[src/rtl/mdio_pkg.sv]
package mdio_pkg;
  localparam logic [2:0] OFS_CMD = 3'h0;
  localparam logic [2:0] OFS_CFG = 3'h4;
  localparam int         DIV_W   = 6;
  localparam int         FRM_W   = 32;
  localparam int         DAT_W   = 16;
  localparam logic [1:0] OP_RD   = 2'b10;
  localparam logic [1:0] OP_WR   = 2'b01;
  // command word fields
  localparam int CMD_GO   = 29;
  localparam int CMD_FAIL = 28;
  // configuration fields
  localparam int CFG_C22  = 0;
  localparam int CFG_DIVL = 4;
  localparam int CFG_PSUP = 12;
endpackage

[src/rtl/mdio_mdc_gen.sv]
module mdio_mdc_gen
  import mdio_pkg::*;
(
  input  logic             clk_i,
  input  logic             rst_ni,
  input  logic             run_i,
  input  logic [DIV_W-1:0] div_i,
  output logic             mdc_o,
  output logic             rise_o,
  output logic             fall_o
);
  logic [DIV_W-1:0] cnt_q;
  logic             mdc_q;
  logic             tick;

  assign tick   = run_i && (cnt_q == div_i);
  assign rise_o = tick && !mdc_q;
  assign fall_o = tick && mdc_q;
  assign mdc_o  = mdc_q;

  always_ff @(posedge clk_i or negedge rst_ni) begin
    if (!rst_ni) begin
      cnt_q <= '0;
      mdc_q <= 1'b1;
    end else if (!run_i) begin
      cnt_q <= '0;
      mdc_q <= 1'b1;
    end else if (tick) begin
      cnt_q <= '0;
      mdc_q <= !mdc_q;
    end else begin
      cnt_q <= cnt_q + 1'b1;
    end
  end


  mdc_idle_chk: assert property (@(posedge clk_i) disable iff (!rst_ni)
    !run_i |-> mdc_q);
endmodule

[src/rtl/mdio_frame.sv]
module mdio_frame
  import mdio_pkg::*;
#(
  parameter int PRE_LEN = 32
) (
  input  logic             clk_i,
  input  logic             rst_ni,
  input  logic             start_i,
  input  logic [1:0]       op_i,
  input  logic [4:0]       phy_i,
  input  logic [4:0]       reg_i,
  input  logic [DAT_W-1:0] wdata_i,
  input  logic             psup_i,
  input  logic             rise_i,
  input  logic             fall_i,
  input  logic             mdio_i,
  output logic             run_o,
  output logic             done_o,
  output logic             rd_o,
  output logic [DAT_W-1:0] rd_word_o,
  output logic             rfail_o,
  output logic             mdio_o,
  output logic             mdio_oe_o
);
  localparam int POS_W = $clog2(PRE_LEN + FRM_W + 1);
  localparam logic [POS_W-1:0] PRE_P = POS_W'(PRE_LEN);
  localparam logic [POS_W-1:0] LAST  = POS_W'(PRE_LEN + FRM_W - 1);
  localparam logic [POS_W-1:0] TA1   = POS_W'(14);
  localparam logic [POS_W-1:0] TA2   = POS_W'(15);
  localparam logic [POS_W-1:0] DAT0  = POS_W'(16);

  logic             run_q, rd_q, rfail_q, mdio_q, oe_q;
  logic [POS_W-1:0] pos_q;
  logic [FRM_W-1:0] frm_q;
  logic [DAT_W-1:0] rdat_q;
  logic             in_pre;
  logic [POS_W-1:0] rel;

  assign in_pre    = pos_q < PRE_P;
  assign rel       = pos_q - PRE_P;
  assign run_o     = run_q;
  assign rd_o      = rd_q;
  assign done_o    = run_q && rise_i && (pos_q == LAST);
  assign rd_word_o = {rdat_q[DAT_W-2:0], mdio_i};
  assign rfail_o   = rfail_q;
  assign mdio_o    = mdio_q;
  assign mdio_oe_o = oe_q;

  always_ff @(posedge clk_i or negedge rst_ni) begin
    if (!rst_ni) begin
      run_q   <= 1'b0;
      rd_q    <= 1'b0;
      rfail_q <= 1'b0;
      pos_q   <= '0;
      frm_q   <= '0;
      rdat_q  <= '0;
      mdio_q  <= 1'b1;
      oe_q    <= 1'b0;
    end else if (start_i && !run_q) begin
      run_q   <= 1'b1;
      pos_q   <= psup_i ? PRE_P : '0;
      frm_q   <= {2'b01, op_i, phy_i, reg_i, (op_i == OP_RD) ? 2'b11 : 2'b10, wdata_i};
      rd_q    <= (op_i == OP_RD);
      rfail_q <= 1'b0;
      rdat_q  <= '0;
    end else if (run_q) begin
      if (fall_i) begin
        oe_q   <= !(rd_q && !in_pre && rel >= TA1);
        mdio_q <= in_pre ? 1'b1 : frm_q[FRM_W-1];
        if (!in_pre) frm_q <= {frm_q[FRM_W-2:0], 1'b0};
      end
      if (rise_i) begin
        if (rd_q && !in_pre) begin
          if (rel == TA2) rfail_q <= mdio_i;
          if (rel >= DAT0) rdat_q <= {rdat_q[DAT_W-2:0], mdio_i};
        end
        pos_q <= pos_q + 1'b1;
        if (pos_q == LAST) run_q <= 1'b0;
      end
    end else begin
      mdio_q <= 1'b1;
      oe_q   <= 1'b0;
    end
  end


  mdio_hold_chk: assert property (@(posedge clk_i) disable iff (!rst_ni)
    (run_q && !fall_i) |=> $stable(mdio_q) && $stable(oe_q));

  oe_rel_chk: assert property (@(posedge clk_i) disable iff (!rst_ni)
    (run_q && $fell(oe_q)) |-> rd_q);
endmodule

[src/rtl/mdio_master.sv]
module mdio_master
  import mdio_pkg::*;
#(
  parameter int              PRE_LEN = 32,
  parameter logic [DIV_W-1:0] RST_DIV = 6'd4
) (
  input  logic        clk_i,
  input  logic        rst_ni,
  input  logic [2:0]  reg_addr_i,
  input  logic        reg_we_i,
  input  logic [31:0] reg_wdata_i,
  output logic [31:0] reg_rdata_o,
  output logic        mdc_o,
  input  logic        mdio_i,
  output logic        mdio_o,
  output logic        mdio_oe_o
);
  logic [1:0]       op_q;
  logic [4:0]       phy_q, rad_q;
  logic [DAT_W-1:0] dat_q;
  logic             fail_q, c22_q, psup_q;
  logic [DIV_W-1:0] div_q;
  logic             busy, done, rd_op, rfail, rise, fall, start, cmd_wr, cfg_wr;
  logic [DAT_W-1:0] rd_word;
  logic             unused_wdata;

  assign cmd_wr = reg_we_i && (reg_addr_i == OFS_CMD) && !busy;
  assign cfg_wr = reg_we_i && (reg_addr_i == OFS_CFG) && !busy;
  assign start  = cmd_wr && reg_wdata_i[CMD_GO];
  assign unused_wdata = ^{reg_wdata_i[31:30], reg_wdata_i[CMD_FAIL], reg_wdata_i[31:13],
                          reg_wdata_i[11:10], reg_wdata_i[3:1]};

  always_ff @(posedge clk_i or negedge rst_ni) begin
    if (!rst_ni) begin
      op_q   <= '0;
      phy_q  <= '0;
      rad_q  <= '0;
      dat_q  <= '0;
      fail_q <= 1'b0;
      c22_q  <= 1'b1;
      div_q  <= RST_DIV;
      psup_q <= 1'b0;
    end else begin
      if (cmd_wr) begin
        op_q  <= reg_wdata_i[27:26];
        phy_q <= reg_wdata_i[25:21];
        rad_q <= reg_wdata_i[20:16];
        dat_q <= reg_wdata_i[DAT_W-1:0];
      end
      if (start) fail_q <= 1'b0;
      if (done && rd_op) begin
        dat_q  <= rd_word;
        fail_q <= rfail;
      end
      if (cfg_wr) begin
        c22_q  <= reg_wdata_i[CFG_C22];
        div_q  <= reg_wdata_i[CFG_DIVL +: DIV_W];
        psup_q <= reg_wdata_i[CFG_PSUP];
      end
    end
  end

  always_comb begin
    reg_rdata_o = '0;
    if (reg_addr_i == OFS_CMD)
      reg_rdata_o = {2'b00, busy, fail_q, op_q, phy_q, rad_q, dat_q};
    else if (reg_addr_i == OFS_CFG)
      reg_rdata_o = {19'd0, psup_q, 2'b00, div_q, 3'b000, c22_q};
  end

  mdio_mdc_gen u_mdc (
    .clk_i (clk_i),
    .rst_ni(rst_ni),
    .run_i (busy),
    .div_i (div_q),
    .mdc_o (mdc_o),
    .rise_o(rise),
    .fall_o(fall)
  );

  mdio_frame #(.PRE_LEN(PRE_LEN)) u_frame (
    .clk_i    (clk_i),
    .rst_ni   (rst_ni),
    .start_i  (start),
    .op_i     (reg_wdata_i[27:26]),
    .phy_i    (reg_wdata_i[25:21]),
    .reg_i    (reg_wdata_i[20:16]),
    .wdata_i  (reg_wdata_i[DAT_W-1:0]),
    .psup_i   (psup_q),
    .rise_i   (rise),
    .fall_i   (fall),
    .mdio_i   (mdio_i),
    .run_o    (busy),
    .done_o   (done),
    .rd_o     (rd_op),
    .rd_word_o(rd_word),
    .rfail_o  (rfail),
    .mdio_o   (mdio_o),
    .mdio_oe_o(mdio_oe_o)
  );


  cmd_hold_chk: assert property (@(posedge clk_i) disable iff (!rst_ni)
    (busy && reg_we_i) |=> $stable(op_q) && $stable(phy_q) && $stable(rad_q) && $stable(div_q));

  busy_clr_chk: assert property (@(posedge clk_i) disable iff (!rst_ni)
    done |=> !busy);

  fail_clr_chk: assert property (@(posedge clk_i) disable iff (!rst_ni)
    start |=> !fail_q && busy);
endmodule

[config.mk]
export PLATFORM = sky130hd
export DESIGN_NAME = mdio_master
export DESIGN_NICKNAME = d
export VERILOG_FILES = /design/src/rtl/mdio_pkg.sv /design/src/rtl/mdio_mdc_gen.sv /design/src/rtl/mdio_frame.sv /design/src/rtl/mdio_master.sv
export SDC_FILE = /design/constraint.sdc
export NUM_CORES = 1
export LEC_CHECK = 0
export ABC_AREA = 1
export CAP_MARGIN = 30
export CORE_MARGIN = 2
export CORE_UTILIZATION = 58
export CTS_CLUSTER_DIAMETER = 150
export DETAILED_ROUTE_END_ITERATION = 8
export HOLD_SLACK_MARGIN = 0.12
export PLACE_DENSITY = 0.84
export SYNTH_ARGS = -nofsm -noshare
export SYNTH_HDL_FRONTEND = slang
export SYNTH_SLANG_ARGS = --single-unit
[constraint.sdc]
create_clock -name clk_i -period 4.8 [get_ports clk_i]
set_input_delay 0.48 -clock clk_i [delete_from_list [all_inputs] [get_ports clk_i]]
set_output_delay 0.48 -clock clk_i [all_outputs]
set_load 0.01 [all_outputs]
==> results.sh, run 1 <==
export IMPL_die_area_sq_um=9740
export IMPL_antenna_found_initial=0
export IMPL_yosysMostFrequentCell="nand2_1"
export IMPL_dpl_cell_area_sq_um=5880
export IMPL_synth_cell_types=32
export IMPL_p_leak_nw=3.07
export IMPL_wl_per_cell_microns=15.7
export IMPL_reg2reg_slack_ps=1900
export IMPL_yosysTopAreaCell="dfrtp_1"
export IMPL_finalSetupTns_ps=0
export IMPL_synth_cell_area_sq_um=5200
export IMPL_io_pins=74
export IMPL_grt_pass1_wl_mm=21.8
export IMPL_syn_to_final_growth_pct=17.0
export IMPL_crit_fanout=26
export IMPL_final_area_sq_um=6080
export IMPL_cts_root_buf="clkbuf_8"
export IMPL_drive_gt1_share_pct=5.75
export IMPL_fin_skew_ps=9.82
export IMPL_synthFlopType="dfrtp_1"
export IMPL_crit_required_ps=5070
export IMPL_first_global_vias=4513
export IMPL_tritoncts="yes"
export IMPL_cts_setup_buffers=0
export IMPL_ys_ff_latch=103
export IMPL_worst_pin_slew_ps=817
export IMPL_clockBufferDepth=2
export IMPL_hold_violations=0
export IMPL_slew_headroom_pct=45.3
export IMPL_synth_enable_flop_cells=0
export IMPL_route_detailed_drc=0
export IMPL_status="finished, final reports clean"
export IMPL_slew_violations=0
export IMPL_avgSynthCellArea_sq_um=7.69
export IMPL_critPathArrivalTime_ps=3320
export IMPL_row_count=34
export IMPL_io_buffers=68
export IMPL_diodes=0
export IMPL_grt_max_degree=55
export IMPL_track_usage_pct=28.2
export IMPL_avgViaCountPerCell=5.63
export IMPL_synth_common_cells="nand2_1 (202), dfrtp_1 (99), nand3_1 (91)"
export IMPL_synth_top_area_share_pct=47.7
export IMPL_first_iter_violations=358
export IMPL_cts_resized=0
export IMPL_worst_setup_path_type="in -> reg"
export IMPL_core_region_area_sq_um=8720
export IMPL_vias=4722
export IMPL_firstDrtPassIters=5
export IMPL_synth_warnings=0
export IMPL_ir_worst_vdd_v=0.000233
export IMPL_maxCapViolations=0
export IMPL_hpwlAfterDp_mm=8.93
export IMPL_period_needed_ps=3050
export IMPL_die_height_microns=98.7
export IMPL_ys_seq_area_share_pct=49.7
export IMPL_hold_ws_ps=142
export IMPL_path_clk_slew_ps=100
export IMPL_die_width_microns=98.7
export IMPL_endpoint_kind="register"
export IMPL_max_freq_mhz=328
export IMPL_clk_latency_ps=370
export IMPL_p_per_area_nw_per_um2=403
export IMPL_wl_mm=13.1
export IMPL_finalNetCount=770
export IMPL_gp_congestion=0.848
export IMPL_globalRoute_totalOverflow=0
export IMPL_hold_path_class="in -> async"
export IMPL_synth_async_reset_ratio_pct=100
export IMPL_min_period_over_period_pct=63.6
export IMPL_numClockSinks=103
export IMPL_rsz0062_at_grt="false"
export IMPL_synth_area_top_cells="dfrtp_1 (48%), nand2_1 (15%), nand3_1 (8.8%)"
export IMPL_cts_buffers=9
export IMPL_setup_viol=0
export IMPL_initial_utilization_pct=59.6
export IMPL_htreeDepth=3
export IMPL_synthCells=676
export IMPL_ant_nets=0
export IMPL_cts_hold_buffers=0
export IMPL_startpoint_type="primary input"
[metal layers]
| layer | share of wire, % | GRT usage [%] |
|---|---|---|
| met5 | 0 | 0 |
| met4 | 1.6 | 7.48 |
| met3 | 6.1 | 4.96 |
| met2 | 50 | 47.9 |
| met1 | 42 | 37.7 |
[power by group]
| part | internal [mW] | leakage (nW) | switching (mW) | total [mW] |
|---|---|---|---|---|
| combinational | 0.255 | 1.70 | 0.323 | 0.578 |
| sequential | 1.13 | 1.26 | 0.174 | 1.30 |
| clock | 0.259 | 0.107 | 0.314 | 0.573 |
[worst paths after layout]
check | endpoint | cells past startpoint | start
min in group clk_i | op_q[0] | 2 | op_q[0]
max in group asynchronous | u_frame.rdat_q[5] | 2 | rst_ni
worst min-delay path | dat_q[11] | 1 | rst_ni
worst min register to register | op_q[0] | 2 | op_q[0]
worst max-delay path | u_frame.frm_q[29] | 11 | reg_addr_i[2]
worst max register to register | u_frame.rdat_q[8] | 9 | div_q[2]
[final cells by class]
class / count / area, sq um
Tap cell: 108 / 135
Multi-Input combinational cell: 460 / 2140
Clock buffer: 10 / 138
Fill cell: 713 / 2640
Inverter: 78 / 293
Clock inverter: 6 / 66.3
Sequential cell: 103 / 2580
Timing Repair Buffer: 74 / 731
[state kept, by name (all words and copies together), names as in the netlist, 2 cells and up]
| register | cells |
|---|---|
| u_frame.frm_q | 32 |
| dat_q | 16 |
| u_frame.rdat_q | 15 |
| u_frame.pos_q | 7 |
| div_q | 6 |
| u_mdc.cnt_q | 6 |
| phy_q | 5 |
| rad_q | 5 |
| op_q | 2 |
[cell usage in the layout, fill, tap and decap left out, types with 3 or more instances in the layout]
cell type and count:
dfrtp_1 99, nand4_1 21, inv_2 3, nand2_1 202, buf_4 6, nor2_4 3, ha_1 5, a21oi_1 12
clkdlybuf4s50_1 67, a2bb2oi_1 3, inv_1 74, dfstp_2 4, nor2_1 56, xor2_1 5, o21ai_0 45, clkbuf_8 10
nand3_1 91
[cell families after synthesis]
kind of cell	after synthesis	share of synthesized area (%)
xor gates and xnor gates	5	0.842
DFF	103	49.7
adders and majority gates	5	1.20
other	1	0.0721
buffers and inverters	114	9.27
AOI/OAI and AO/OA	64	6.52
and+or+nand+nor	383	32.2
muxes	1	0.217
[through the flow]
stage          std cells  power [mW]  util [%]  setup slack (ps)
2_1_floorplan        677        1.67         -              3070
3_3_place_gp         822        1.84      67.2              1440
3_5_place_dp         823        1.89      67.4              1390
4_1_cts              839        2.46      69.8              1760
5_1_grt              839        2.61      69.8              1510
6_report             839        2.45      69.8              1750
[critical path: stages]
cell             delay, ps
clkdlybuf4s50_1        480
inv_1                   50
nand2_1                 50
buf_4                  290
inv_2                  160
nand2_1                460
clkinv_1               790
nand2_1                290
o21ai_0                100
nand2_1                 80
nand2_1                 70
(Power assumes the default switching activity.)
==> run 2, diff against run 1 <==
Settings changed: CORE_UTILIZATION 58 to 55, PLACE_DENSITY 0.84 to 0.8.
Clock period 4.8 ns to 3.2 ns, I/O delays scaled along.
==> run 2 against run 1 <==
- clock-buffer cell count stayed put
- via count shrank 0.85%
- die area increased by 5.2%
- routed wire length shrank 0.74%
- critical path depth down 1
- combinational power grew 50%
- critical endpoint unchanged
==> results.sh, run 2 (synthesis gave the netlist of run 1 again) <==
export IMPL_status="finished, final reports clean"
export IMPL_diodes=0
export IMPL_regMostFlops="u_frame.frm_q"
export IMPL_cts_root_buf="clkbuf_8"
export IMPL_avgViaCountPerCell=5.53
export IMPL_max_freq_mhz=395
export IMPL_maxCapViolations=0
export IMPL_die_area_sq_um=10200
export IMPL_wl_mm=13.1
export IMPL_largest_reg_flops=32
export IMPL_fin_skew_ps=15.7
export IMPL_worst_pin_slew_ps=769
export IMPL_crit_fanout=26
export IMPL_clockBufferDepth=2
export IMPL_reg2reg_depth=7
export IMPL_layout_common_cells="nand2_1 (202), dfrtp_1 (99), nand3_1 (91)"
export IMPL_ir_worst_vdd_v=0.000381
export IMPL_syn_to_final_growth_pct=18.3
export IMPL_cts_resized=0
export IMPL_numClockSinks=103
export IMPL_clk_latency_ps=370
export IMPL_grt_max_degree=56
export IMPL_gp_congestion=0.811
export IMPL_reg_largest_list="u_frame.frm_q (32), dat_q (16), u_frame.rdat_q (15)"
export IMPL_grt_util_met3_pct=5.18
export IMPL_dpl_cell_area_sq_um=5920
export IMPL_die_height_microns=101
export IMPL_slew_headroom_pct=48.4
export IMPL_cts_setup_buffers=0
export IMPL_route_detailed_drc=0
export IMPL_whs_path_depth=2
export IMPL_finalWorstSetupSlack_ps=667
export IMPL_period_needed_ps=2530
export IMPL_finalNetCount=775
export IMPL_die_width_microns=101
export IMPL_min_period_over_period_pct=79.1
export IMPL_p_per_area_nw_per_um2=608
export IMPL_startpoint_type="primary input"
export IMPL_drive_gt1_share_pct=6.11
export IMPL_layout_commonest_cell="nand2_1"
export IMPL_first_iter_violations=365
export IMPL_row_count=35
export IMPL_critPathArrivalTime_ps=2790
export IMPL_endpoint_kind="register"
export IMPL_hold_path_class="reg -> reg"
export IMPL_htreeDepth=3
export IMPL_grt_met1_usage_pct=35.5
export IMPL_initial_utilization_pct=56.5
export IMPL_path_clk_slew_ps=110
export IMPL_globalRoute_totalOverflow=0
export IMPL_first_global_vias=4427
export IMPL_ant_nets=0
export IMPL_tritoncts="yes"
export IMPL_cts_hold_buffers=1
export IMPL_hold_violations=0
export IMPL_dpl_worst_slack_ps=318
export IMPL_io_buffers=68
export IMPL_grtUsageMet2_pct=46.0
export IMPL_setup_viol=0
export IMPL_slew_violations=0
export IMPL_fill_cells=773
export IMPL_hpwlAfterDp_mm=8.95
export IMPL_firstDrtPassIters=5
export IMPL_final_area_sq_um=6150
export IMPL_core_region_area_sq_um=9200
export IMPL_track_usage_pct=27.0
export IMPL_finalSetupTns_ps=0
export IMPL_vias=4682
export IMPL_rsz0062_at_grt="false"
export IMPL_wl_per_cell_microns=15.4
export IMPL_busiest_layer="met2"
export IMPL_cts_buffers=9
export IMPL_crit_required_ps=3460
export IMPL_grt_pass1_wl_mm=21.7
export IMPL_p_leak_nw=3.09
export IMPL_io_pins=74
export IMPL_worst_setup_path_type="in -> reg"
export IMPL_antenna_found_initial=0
[run 2: cell count changes in the layout (fill, tap and decap cells not counted), sizes merged]
cell,delta
buf,+4
clkinv,-3
clkinvlp,+2
bufinv,+1
dlygate4sd3,+1
[run 2: worst paths after layout]
path,end,start,slack (ps)
max,u_frame.frm_q[29],reg_addr_i[2],670
min,u_frame.frm_q[5],u_frame.frm_q[4],500
max reg2reg,u_frame.frm_q[29],u_frame.run_o,850
min reg2reg,u_frame.frm_q[5],u_frame.frm_q[4],500
max in group asynchronous,u_mdc.mdc_o,rst_ni,1860
min in group asynchronous,dat_q[10],rst_ni,540
[run 2: power breakdown]
group          total [mW]  leakage, nW  internal (mW)  switching [mW]
combinational       0.868         1.72          0.386           0.483
clock               0.915        0.104          0.447           0.468
sequential           1.95         1.26           1.69           0.261
total                3.74         3.09           2.53            1.21
[run 2: worst max-delay path, stage by stage]
cell	delay, ps
clkdlybuf4s50_1	480
inv_1	40
nand2_1	80
inv_2	110
nand2_1	470
clkinv_1	800
nand2_1	260
o21ai_0	90
nand2_1	70
nand2_1	60
[run 2: metal layers]
metal  vias to the layer above  routed length (microns)
met1                      2250                     5490
li1                       2249                        -
met5                         -                        0
met3                        20                      719
met2                       163                     6560
met4                         0                      274
[run 2: area by class of cell]
type                            instances  area [sq um]  area share [%]
Inverter                               78           293            4.76
Multi-Input combinational cell        460          2140            34.8
Sequential cell                       103          2580            42.0
Clock inverter                          6          92.6            1.51
Timing Repair Buffer                   79           776            12.6
Clock buffer                           10           128            2.08
Tap cell                              111           139            2.26
[run 2: through the flow]
stage               total power [mW]  util [%]  cells  hold slack [ps]
global placement                2.76      64.4    830              415
CTS                             3.75      66.9    847              501
detailed placement              2.84      64.4    830              425
finish                          3.74      66.9    847              505
floorplan                       2.50         -    677             24.4
global route                    3.98      66.9    847              519
==> run 3, diff against run 2 <==
Settings changed: CORE_UTILIZATION 55 to 49, PLACE_DENSITY 0.8 to 0.76.
Clock period 3.2 ns to 2.2 ns, I/O delays scaled along.
==> run 3 against run 2 <==
- register-to-register slack got worse by 700 ps
- die area is 12% higher
- critical path depth shrank 4
- worst setup slack worse by 520 ps
- worst hold slack worse by 120 ps
- clock power up 53%
- sequential share of layout area shrank 1.2 points
- final cell count is 4.1% higher
- clock skew is 7.5 ps lower
- global-route usage is 3.2 points lower
==> results.sh, run 3 (synthesis gave the netlist of run 1 again) <==
export IMPL_status="finished, final reports clean"
export IMPL_antenna_found_initial=0
export IMPL_min_period_over_period_pct=93.4
export IMPL_core_region_area_sq_um=10300
export IMPL_reg2reg_slack_ps=150
export IMPL_hold_path_class="in -> async"
export IMPL_crit_required_ps=1980
export IMPL_wl_mm=13.0
export IMPL_finalNetCount=785
export IMPL_grt_pass1_wl_mm=21.6
export IMPL_startpoint_type="primary input"
export IMPL_final_util_pct=61.3
export IMPL_numClockSinks=103
export IMPL_fin_skew_ps=8.21
export IMPL_slowest_stage="clkdlybuf4s50_1"
export IMPL_globalRoute_totalOverflow=0
export IMPL_finalWorstSetupSlack_ps=146
export IMPL_path_cells="clkdlybuf4s50_1, nor2_1, nand2_1, inv_1, a22o_1, clkdlybuf4s50_1"
export IMPL_endpoint_kind="output port"
export IMPL_dpl_worst_slack_ps=106
export IMPL_layout_commonest_cell="nand2_1"
export IMPL_cts_buffers=9
export IMPL_tritoncts="yes"
export IMPL_track_usage_pct=23.8
export IMPL_drive_gt1_share_pct=7.37
export IMPL_crit_fanout=8
export IMPL_grt_max_degree=45
export IMPL_critPathMostFrequentCell="clkdlybuf4s50_1"
export IMPL_first_iter_violations=295
export IMPL_dp_cells=864
export IMPL_p_per_area_nw_per_um2=872
export IMPL_diodes=0
export IMPL_row_count=37
export IMPL_reg_largest_list="u_frame.frm_q (32), dat_q (16), u_frame.rdat_q (15)"
export IMPL_slew_violations=0
export IMPL_hpwlAfterDp_mm=9.14
export IMPL_syn_to_final_growth_pct=21.8
export IMPL_cts_root_buf="clkbuf_8"
export IMPL_p_leak_nw=3.17
export IMPL_die_height_microns=107
export IMPL_clk_latency_ps=360
export IMPL_critPathCapture="reg_rdata_o[0]"
export IMPL_regMostFlops="u_frame.frm_q"
export IMPL_layout_common_cells="nand2_1 (201), dfrtp_1 (99), nand3_1 (91)"
export IMPL_avgViaCountPerCell=5.37
export IMPL_clockBufferDepth=2
export IMPL_max_freq_mhz=487
export IMPL_period_needed_ps=2050
export IMPL_crit_start="reg_addr_i[1]"
export IMPL_first_global_vias=4489
export IMPL_route_detailed_drc=0
export IMPL_dpl_cell_area_sq_um=6070
export IMPL_gp_congestion=0.888
export IMPL_vias=4736
export IMPL_instances_no_fill=882
export IMPL_io_buffers=68
export IMPL_final_area_sq_um=6330
export IMPL_largest_reg_flops=32
export IMPL_htreeDepth=3
export IMPL_rsz0062_at_grt="false"
export IMPL_setup_viol=0
export IMPL_finalSetupTns_ps=0
export IMPL_rr_endpoint="dat_q[15]"
export IMPL_critPathArrivalTime_ps=1830
export IMPL_hold_violations=0
export IMPL_reg2reg_depth=9
export IMPL_firstDrtPassIters=5
export IMPL_ir_worst_vdd_v=0.000477
export IMPL_die_width_microns=107
export IMPL_wl_per_cell_microns=14.8
export IMPL_io_pins=74
export IMPL_regToRegStartpoint="div_q[2]"
export IMPL_die_area_sq_um=11500
export IMPL_max_stage_delay_ps=550
export IMPL_maxCapViolations=0
export IMPL_ant_nets=0
export IMPL_path_clk_slew_ps=100
export IMPL_initial_utilization_pct=50.4
export IMPL_slew_headroom_pct=60.3
export IMPL_worst_pin_slew_ps=595
export IMPL_worst_setup_path_type="in -> out"
[run 3: worst max-delay path, delay by kind of cell]
family / cells / cell delay, ps
AO/OA/AOI/OAI: 1 / 180
buffers and inverters: 3 / 1080
AND/OR/NAND/NOR: 2 / 350
[run 3: repair_timing]
item,CTS,global route
hold buffers,1,0
buffers inserted,0,0
endpoints found under the hold margin,38,0
setup endpoints to repair,0,6
gates resized for setup,0,1
[run 3: layout make-up]
cell class | count | area [sq um]
well taps | 136 | 170
multi-input cells | 461 | 2150
flip-flops and latches | 103 | 2580
fillers | 900 | 3990
repair buffers | 88 | 893
clock inverters | 5 | 108
clock buffers | 11 | 131
inverters | 78 | 293
[run 3: worst min-delay path by stage]
stage,startpoint,end
2_1_floorplan,rst_ni,dat_q[0]
3_3_place_gp,rst_ni,dat_q[11]
3_5_place_dp,rst_ni,dat_q[10]
4_1_cts,rst_ni,dat_q[10]
5_1_grt,rst_ni,dat_q[10]
6_report,rst_ni,dat_q[11]
[run 3: routing by layer]
| metal | GRT usage (%) | up-vias | routed length [microns] |
|---|---|---|---|
| met2 | 40.5 | 205 | 6330 |
| met5 | 0 | - | 0 |
| met4 | 6.59 | 0 | 268 |
| met3 | 4.56 | 23 | 944 |
| met1 | 31.2 | 2223 | 5500 |
| li1 | - | 2285 | - |
[run 3: power breakdown]
group          switching, mW  leakage [nW]  internal (mW)
Sequential             0.343          1.26           2.46
Combinational          0.733          1.79          0.575
Clock                  0.644         0.118          0.761
Total                   1.72          3.17           3.80
[run 3: stage by stage]
step / hold WS (ps) / power [mW]
after floorplan: -75.6 / 3.63
after global placement: 250 / 4.05
after detailed placement: 254 / 4.14
after CTS: 391 / 5.55
after global routing: 415 / 5.89
final: 386 / 5.52
